--- config.mk ---
export PLATFORM = sky130hd
export DESIGN_NAME = updown_split_counter
export DESIGN_NICKNAME = d
export VERILOG_FILES = /design/src/rtl/updown_cnt_pkg.sv /design/src/rtl/updown_slice.sv /design/src/rtl/updown_cascade.sv /design/src/rtl/updown_split_counter.sv
export SDC_FILE = /design/constraint.sdc
export NUM_CORES = 1
export LEC_CHECK = 0
export BUFFER_PORTS_ARGS = -buffer_cell sky130_fd_sc_hd__clkbuf_2
export CAP_MARGIN = 30
export CORE_MARGIN = 1.5
export CORE_UTILIZATION = 50
export CTS_CLUSTER_SIZE = 14
export DETAILED_ROUTE_END_ITERATION = 6
export HOLD_SLACK_MARGIN = 0.12
export PLACE_DENSITY = 0.78
export SETUP_SLACK_MARGIN = 0.5
export SLEW_MARGIN = 20
export SYNTH_ARGS = -nofsm -noshare
export SYNTH_HDL_FRONTEND = slang
export SYNTH_SLANG_ARGS = --single-unit
--- constraint.sdc ---
create_clock -name clk -period 3.1 [get_ports clk]
set_input_delay 0.62 -clock clk [delete_from_list [all_inputs] [get_ports clk]]
set_output_delay 0.62 -clock clk [all_outputs]
set_load 0.02 [all_outputs]
--- src/rtl/updown_cnt_pkg.sv ---
`timescale 1ns/1ps
package updown_cnt_pkg;
    typedef enum logic [1:0] {
        STEP_HOLD = 2'b00,
        STEP_UP   = 2'b01,
        STEP_DOWN = 2'b10
    } step_e;

    function automatic step_e decode_step(input logic up, input logic dn);
        if (up && !dn)      return STEP_UP;
        else if (dn && !up) return STEP_DOWN;
        else                return STEP_HOLD;
    endfunction
endpackage

--- src/rtl/updown_slice.sv ---
`timescale 1ns/1ps
module updown_slice #(
    parameter int W = 4
) (
    input  logic         clk,
    input  logic         rst_n,
    input  logic         en_up_i,
    input  logic         en_dn_i,
    input  logic         ld_i,
    input  logic [W-1:0] ld_val_i,
    output logic [W-1:0] q_o,
    output logic         ones_o,
    output logic         zeros_o
);
    localparam logic [W-1:0] ONE = W'(1);

    typedef struct packed {
        logic [W-1:0] val;
    } slice_t;

    slice_t s_d, s_q;

    always_comb begin
        s_d = s_q;
        if (ld_i)         s_d.val = ld_val_i;
        else if (en_up_i) s_d.val = s_q.val + ONE;
        else if (en_dn_i) s_d.val = s_q.val - ONE;
    end

    always_ff @(posedge clk or negedge rst_n) begin
        if (!rst_n) s_q <= '0;
        else        s_q <= s_d;
    end

    assign q_o     = s_q.val;
    assign ones_o  = &s_q.val;
    assign zeros_o = ~|s_q.val;

    // an idle slice keeps its value
    p_idle_hold_r4: assert property (@(posedge clk) disable iff (!rst_n)
        (!ld_i && !en_up_i && !en_dn_i) |=> $stable(q_o));
    // cascade never asks for both directions at once
    p_dir_excl_r4: assert property (@(posedge clk) disable iff (!rst_n)
        !(en_up_i && en_dn_i));
endmodule

--- src/rtl/updown_cascade.sv ---
`timescale 1ns/1ps
module updown_cascade #(
    parameter int NUM_SLICES = 8
) (
    input  logic                  split_i,
    input  logic                  freeze_i,
    input  logic [1:0]            up_req_i,
    input  logic [1:0]            dn_req_i,
    input  logic [NUM_SLICES-1:0] ones_i,
    input  logic [NUM_SLICES-1:0] zeros_i,
    output logic [NUM_SLICES-1:0] en_up_o,
    output logic [NUM_SLICES-1:0] en_dn_o
);
    localparam int SPLIT_AT = NUM_SLICES / 2;

    logic carry_up, carry_dn;

    always_comb begin
        carry_up = 1'b0;
        carry_dn = 1'b0;
        en_up_o  = '0;
        en_dn_o  = '0;
        for (int k = 0; k < NUM_SLICES; k++) begin
            if (k == 0) begin
                carry_up = up_req_i[0];
                carry_dn = dn_req_i[0];
            end else if (split_i && k == SPLIT_AT) begin
                carry_up = up_req_i[1];
                carry_dn = dn_req_i[1];
            end
            en_up_o[k] = carry_up & ~freeze_i;
            en_dn_o[k] = carry_dn & ~freeze_i;
            carry_up   = carry_up & ones_i[k];
            carry_dn   = carry_dn & zeros_i[k];
        end
    end
endmodule

--- src/rtl/updown_split_counter.sv ---
`timescale 1ns/1ps
module updown_split_counter
    import updown_cnt_pkg::*;
#(
    parameter int CNT_W   = 32,
    parameter int SLICE_W = 4,
    parameter int BYTE_W  = 8
) (
    input  logic              clk,
    input  logic              rst_n,
    input  logic              split_i,
    input  logic [1:0]        inc_i,
    input  logic [1:0]        dec_i,
    input  logic              wr_i,
    input  logic [1:0]        sel_i,
    input  logic [BYTE_W-1:0] data_i,
    output logic [CNT_W-1:0]  count_o,
    output logic [1:0]        max_o,
    output logic [1:0]        min_o,
    output logic              max_full_o,
    output logic              min_full_o,
    output logic [BYTE_W-1:0] rd_data_o
);
    localparam int NUM_SLICES = CNT_W / SLICE_W;
    localparam int PER_BYTE   = BYTE_W / SLICE_W;
    localparam int HALF_W     = CNT_W / 2;
    localparam int HALF_SL    = NUM_SLICES / 2;

    logic [NUM_SLICES-1:0] ones, zeros, en_up, en_dn, ld;
    logic [1:0]            up_req, dn_req;
    step_e                 step_lo, step_hi;

    always_comb begin
        step_lo = decode_step(inc_i[0], dec_i[0]);
        step_hi = decode_step(inc_i[1], dec_i[1]);
        up_req  = {step_hi == STEP_UP,   step_lo == STEP_UP};
        dn_req  = {step_hi == STEP_DOWN, step_lo == STEP_DOWN};
    end

    updown_cascade #(.NUM_SLICES(NUM_SLICES)) u_cascade (
        .split_i  (split_i),
        .freeze_i (wr_i),
        .up_req_i (up_req),
        .dn_req_i (dn_req),
        .ones_i   (ones),
        .zeros_i  (zeros),
        .en_up_o  (en_up),
        .en_dn_o  (en_dn)
    );

    for (genvar k = 0; k < NUM_SLICES; k++) begin : g_slice
        assign ld[k] = wr_i && (int'(sel_i) == k / PER_BYTE);
        updown_slice #(.W(SLICE_W)) u_slice (
            .clk      (clk),
            .rst_n    (rst_n),
            .en_up_i  (en_up[k]),
            .en_dn_i  (en_dn[k]),
            .ld_i     (ld[k]),
            .ld_val_i (data_i[(k % PER_BYTE)*SLICE_W +: SLICE_W]),
            .q_o      (count_o[k*SLICE_W +: SLICE_W]),
            .ones_o   (ones[k]),
            .zeros_o  (zeros[k])
        );
    end

    always_comb begin
        max_o[0]   = &ones[HALF_SL-1:0];
        max_o[1]   = &ones[NUM_SLICES-1:HALF_SL];
        min_o[0]   = &zeros[HALF_SL-1:0];
        min_o[1]   = &zeros[NUM_SLICES-1:HALF_SL];
        max_full_o = &max_o;
        min_full_o = &min_o;
        rd_data_o  = count_o[sel_i*BYTE_W +: BYTE_W];
    end

    p_reset_zero_r1: assert property (@(posedge clk) $rose(rst_n) |-> count_o == '0);
    p_full_inc_r2: assert property (@(posedge clk) disable iff (!rst_n)
        (!split_i && !wr_i && inc_i[0] && !dec_i[0]) |=> count_o == $past(count_o) + CNT_W'(1));
    p_full_dec_r3: assert property (@(posedge clk) disable iff (!rst_n)
        (!split_i && !wr_i && dec_i[0] && !inc_i[0]) |=> count_o == $past(count_o) - CNT_W'(1));
    p_both_hold_r4: assert property (@(posedge clk) disable iff (!rst_n)
        (!split_i && !wr_i && inc_i[0] && dec_i[0]) |=> $stable(count_o));
    p_hi_isolated_r5: assert property (@(posedge clk) disable iff (!rst_n)
        (split_i && !wr_i && (inc_i[1] == dec_i[1])) |=> $stable(count_o[CNT_W-1:HALF_W]));
    p_lo_own_req_r6: assert property (@(posedge clk) disable iff (!rst_n)
        (split_i && !wr_i && (inc_i[0] == dec_i[0])) |=> $stable(count_o[HALF_W-1:0]));
    p_write_byte_r7: assert property (@(posedge clk) disable iff (!rst_n)
        wr_i |=> rd_data_o == $past(data_i) || sel_i != $past(sel_i));
    p_write_freeze_r8: assert property (@(posedge clk) disable iff (!rst_n)
        (wr_i && sel_i != 2'd0) |=> count_o[BYTE_W-1:0] == $past(count_o[BYTE_W-1:0]));
endmodule

==> flow_metrics.py <==
metrics = {
    "run_status": {
        "status": "complete, no violations",
    },
    "cts": {
        "clk_pin_slew_ns": 0.07,
        "hold_buffers": 0,
        "cts_sinks": 32,
        "cts-buffers-inserted": 5,
        "cts_buffer_depth": 2,
        "clk_latency_ns": 0.29,
        "clock-root-buffer": "clkbuf_8",
        "cts_max_level": 2,
        "cts_tree": "yes",
    },
    "finish": {
        "nFillCells": 437,
        "final_nets": 435,
        "layout-drive-gt1-share": 0.3868,
        "final_util": 0.6752,
        "num_antenna_cells": 0,
        "largest_reg_flops": 32,
        "syn_to_final_growth_pct": 31.67,
    },
    "sta": {
        "finalSetupTns_ns": 0,
        "rsz0062_at_grt": "yes",
        "relSlewSlack": 0.4308,
        "finalCritPeriodShare": 0.9202,
        "hold_viol_final": 0,
        "setup_viol": 0,
        "fmax_mhz": 350.5,
        "slew_violations": 0,
        "tightest_slew_ns": 0.8538,
        "min_period_ns": 2.853,
        "clock_skew_ns": 0.005224,
    },
    "global_routing": {
        "grt_pass1_wl_mm": 13.52,
        "use_met1": 0.3802,
        "grt_use_met3": 0.04588,
        "grt-busiest-layer": "met2",
        "global_route.overflow_total": 0,
        "grt_start_max_net_pins": 33,
        "grt_pass1_vias": 2682,
        "grt.total_usage": 0.2861,
        "grt_antenna_before_repair": 0,
        "use_met2": 0.4800,
    },
    "detailed_routing": {
        "wl_mm": 8.514,
        "via_per_inst": 6.204,
        "drtPass1Iterations": 5,
        "ant_nets": 0,
        "drc": 0,
        "wl_per_cell_um": 18.31,
        "vias": 2885,
        "first_iter_violations": 270,
    },
    "synthesis": {
        "yosysMostFrequentCell": "dfrtp_1",
        "yosys.area_share.simple": 0.2279,
        "syn_inst": 297,
        "synth-seq-area-share": 0.2871,
        "syn_area_per_cell_um2": 9.390,
        "synth_adder_area_share": 0.1292,
        "synth_edf_count": 0,
        "synth_nets": 339,
        "synth-seq-cells": 32,
        "synthMuxAreaShare": 0.08031,
        "synth_top_family_by_area": "simple AND/OR/NAND/NOR gates",
        "ys_top_cells_by_area": "dfrtp_1 (29%), ha_1 (7.2%), fa_1 (5.7%)",
        "synth_top_area_share": 0.2871,
        "synthXorXnorAreaFrac": 0.05025,
        "ys_top_cells_by_count": "dfrtp_1 (32), nand2_1 (28), nor2_1 (25)",
        "netlist_area_mm2": 0.002789,
        "synth-compound-area-share": 0.2023,
        "synth-main-ff-cell": "dfrtp_1",
        "ys_types": 54,
        "yosys.area.top_type": "dfrtp_1",
        "ys_warn_count": 0,
        "async_reset_ff_frac": 1.000,
    },
    "critical_path": {
        "crit_chain": "nand4_1, or4_4, o21ai_4, inv_4, ha_4, a21o_1, a21o_1, or3_4, a31o_1, a221o_1",
        "slowest_stage": "or4_4",
        "critPathMaxStageDelay_ns": 0.58,
        "reg2reg_from": "g_slice[3].u_slice.q_o[3]$_DFFE_PN0P_",
        "ff2ff_path_depth": 10,
        "crit_arrival_ns": 3.02,
        "crit_path_end_kind": "register",
        "startpoint_type": "register",
        "crit_required_ns": 3.27,
        "rrSetupSlack_ns": 0.25,
        "reg2reg_to": "g_slice[4].u_slice.q_o[3]$_DFFE_PN0P_",
        "timing.setup.critical_path_class": "reg2reg",
        "cp_max_fo": 4,
        "path_common_cell": "a21o_1",
    },
    "placed_design": {
        "dpl.hpwl_mm": 6.166,
        "port_buffers": 63,
        "gp_congestion": 0.8956,
    },
    "power_and_ir_drop": {
        "total_leakage_power_nw": 1.543,
        "powerDensity_mw_per_mm2": 603.6,
        "ir_worst_vdd_v": 0.0003449,
    },
    "die": {
        "die_area_mm2": 0.006035,
        "start_util": 0.5128,
        "die-width_um": 77.69,
        "pin_count": 64,
        "fp.dieH_um": 77.69,
        "placementRows": 27,
        "fp.coreArea_mm2": 0.005439,
    },
    "flow_run": {
        "cap_viol_max_count": 0,
    },
    "worst_hold_path": {
        "hp-class": "in2async",
    },
}
[logic make-up (layout without fill, tap and decap cells)]
| family | after synthesis | after routing |
|---|---|---|
| mux | 12 | 12 |
| buf+inv | 17 | 113 |
| flops | 32 | 32 |
| xor+xnor | 16 | 16 |
| simple gates | 120 | 120 |
| compound gates | 76 | 76 |
| fa+ha+maj | 24 | 24 |
[worst max-delay path, delay by kind of cell (launching register included)]
kind                     cells  cell delay, ns
AO/OA/AOI/OAI                5            1.05
AND/OR/NAND/NOR              3            1.03
flip-flops                   1            0.37
adder cells (fa/ha/maj)      1            0.21
buffers and inverters        1            0.07
[layer usage]
| layer | routed length [um] | part of all wire |
|---|---|---|
| met3 | 528 | 0.062 |
| met5 | 0 | 0 |
| met1 | 3558 | 0.42 |
| met2 | 4254 | 0.50 |
| met4 | 172 | 0.020 |
[worst max path at each step]
stage	from	depth (start not counted)	slack, ns	to
2_1_floorplan	g_slice[1].u_slice.q_o[0]$_DFFE_PN0P_	10	0.11	g_slice[4].u_slice.q_o[3]$_DFFE_PN0P_
3_3_place_gp	wr_i	10	0.13	g_slice[4].u_slice.q_o[3]$_DFFE_PN0P_
3_5_place_dp	dec_i[1]	10	0.07	g_slice[4].u_slice.q_o[3]$_DFFE_PN0P_
4_1_cts	g_slice[2].u_slice.q_o[0]$_DFFE_PN0P_	10	0.30	g_slice[4].u_slice.q_o[3]$_DFFE_PN0P_
5_1_grt	g_slice[5].u_slice.q_o[0]$_DFFE_PN0P_	11	0.15	g_slice[7].u_slice.q_o[3]$_DFFE_PN0P_
6_report	g_slice[3].u_slice.q_o[3]$_DFFE_PN0P_	10	0.25	g_slice[4].u_slice.q_o[3]$_DFFE_PN0P_
[stage by stage]
| step | setup slack [ns] | hold slack, ns | total power (W) | std cells | instance area [um2] |
|---|---|---|---|---|---|
| detailed placement | 0.06847 | 0.5966 | 0.001804 | 442 | 3346 |
| CTS | 0.2987 | 0.4590 | 0.002147 | 459 | 3541 |
| finish | 0.2473 | 0.4300 | 0.002216 | 465 | 3672 |
| floorplan | 0.1079 | 0.3244 | 0.001393 | 297 | 2833 |
| global route | 0.1535 | 0.4990 | 0.002359 | 465 | 3672 |
| global placement | 0.1285 | 0.5919 | 0.001768 | 442 | 3346 |
[where the power goes]
group	total (W)	switching, W	internal [W]
registers	0.000661	0.000129	0.000532
logic	0.00125	0.000702	0.000544
clock network	0.000309	0.000155	0.000155
[placed cells by master, fill, tap and decap left out, types with 3 or more instances in the layout]
cell      synthesis  layout
clkbuf_2          0      62
buf_4             0      33
nand2_1          28      27
nor2_1           25      25
dfrtp_1          32      20
nor3_1           15      14
ha_1             16      14
dfrtp_2           0      12
a21o_1           11      11
o21ai_0          11      11
xnor2_1          10      10
a21oi_1          13       9
nand4_1           8       8
nand3_1           8       8
fa_1              8       8
mux4_2            7       7
xor2_1            6       6
inv_1             8       5
nor4_1            7       5
a221o_1           5       5
o22ai_1           5       5
clkbuf_8          0       5
or2_2             4       4
o211ai_1          4       4
mux2i_1           4       4
or4_1             3       3
nand2b_1          3       3
nand3b_1          3       3
o31a_1            3       3
a211oi_1          3       3
a21oi_2           1       3
a31oi_1           3       3
[final cells by class]
cell class | instances | area (um2) | area share
Timing Repair Buffer | 98 | 600.6 | 0.1635
Tap cell | 72 | 90.09 | 0.02453
Multi-Input combinational cell | 248 | 2054 | 0.5595
Clock buffer | 7 | 76.32 | 0.02078
Sequential cell | 32 | 815.8 | 0.2221
Inverter | 8 | 35.03 | 0.009540
[what timing repair did]
action,in CTS,in global routing
setup endpoints to repair,8,13
resized for setup,14,13
cloned,0,0
setup buffers,10,6
endpoints found under the hold margin,0,0
pin swaps,8,7
Note: power is estimated with default switching activity, not from simulation.
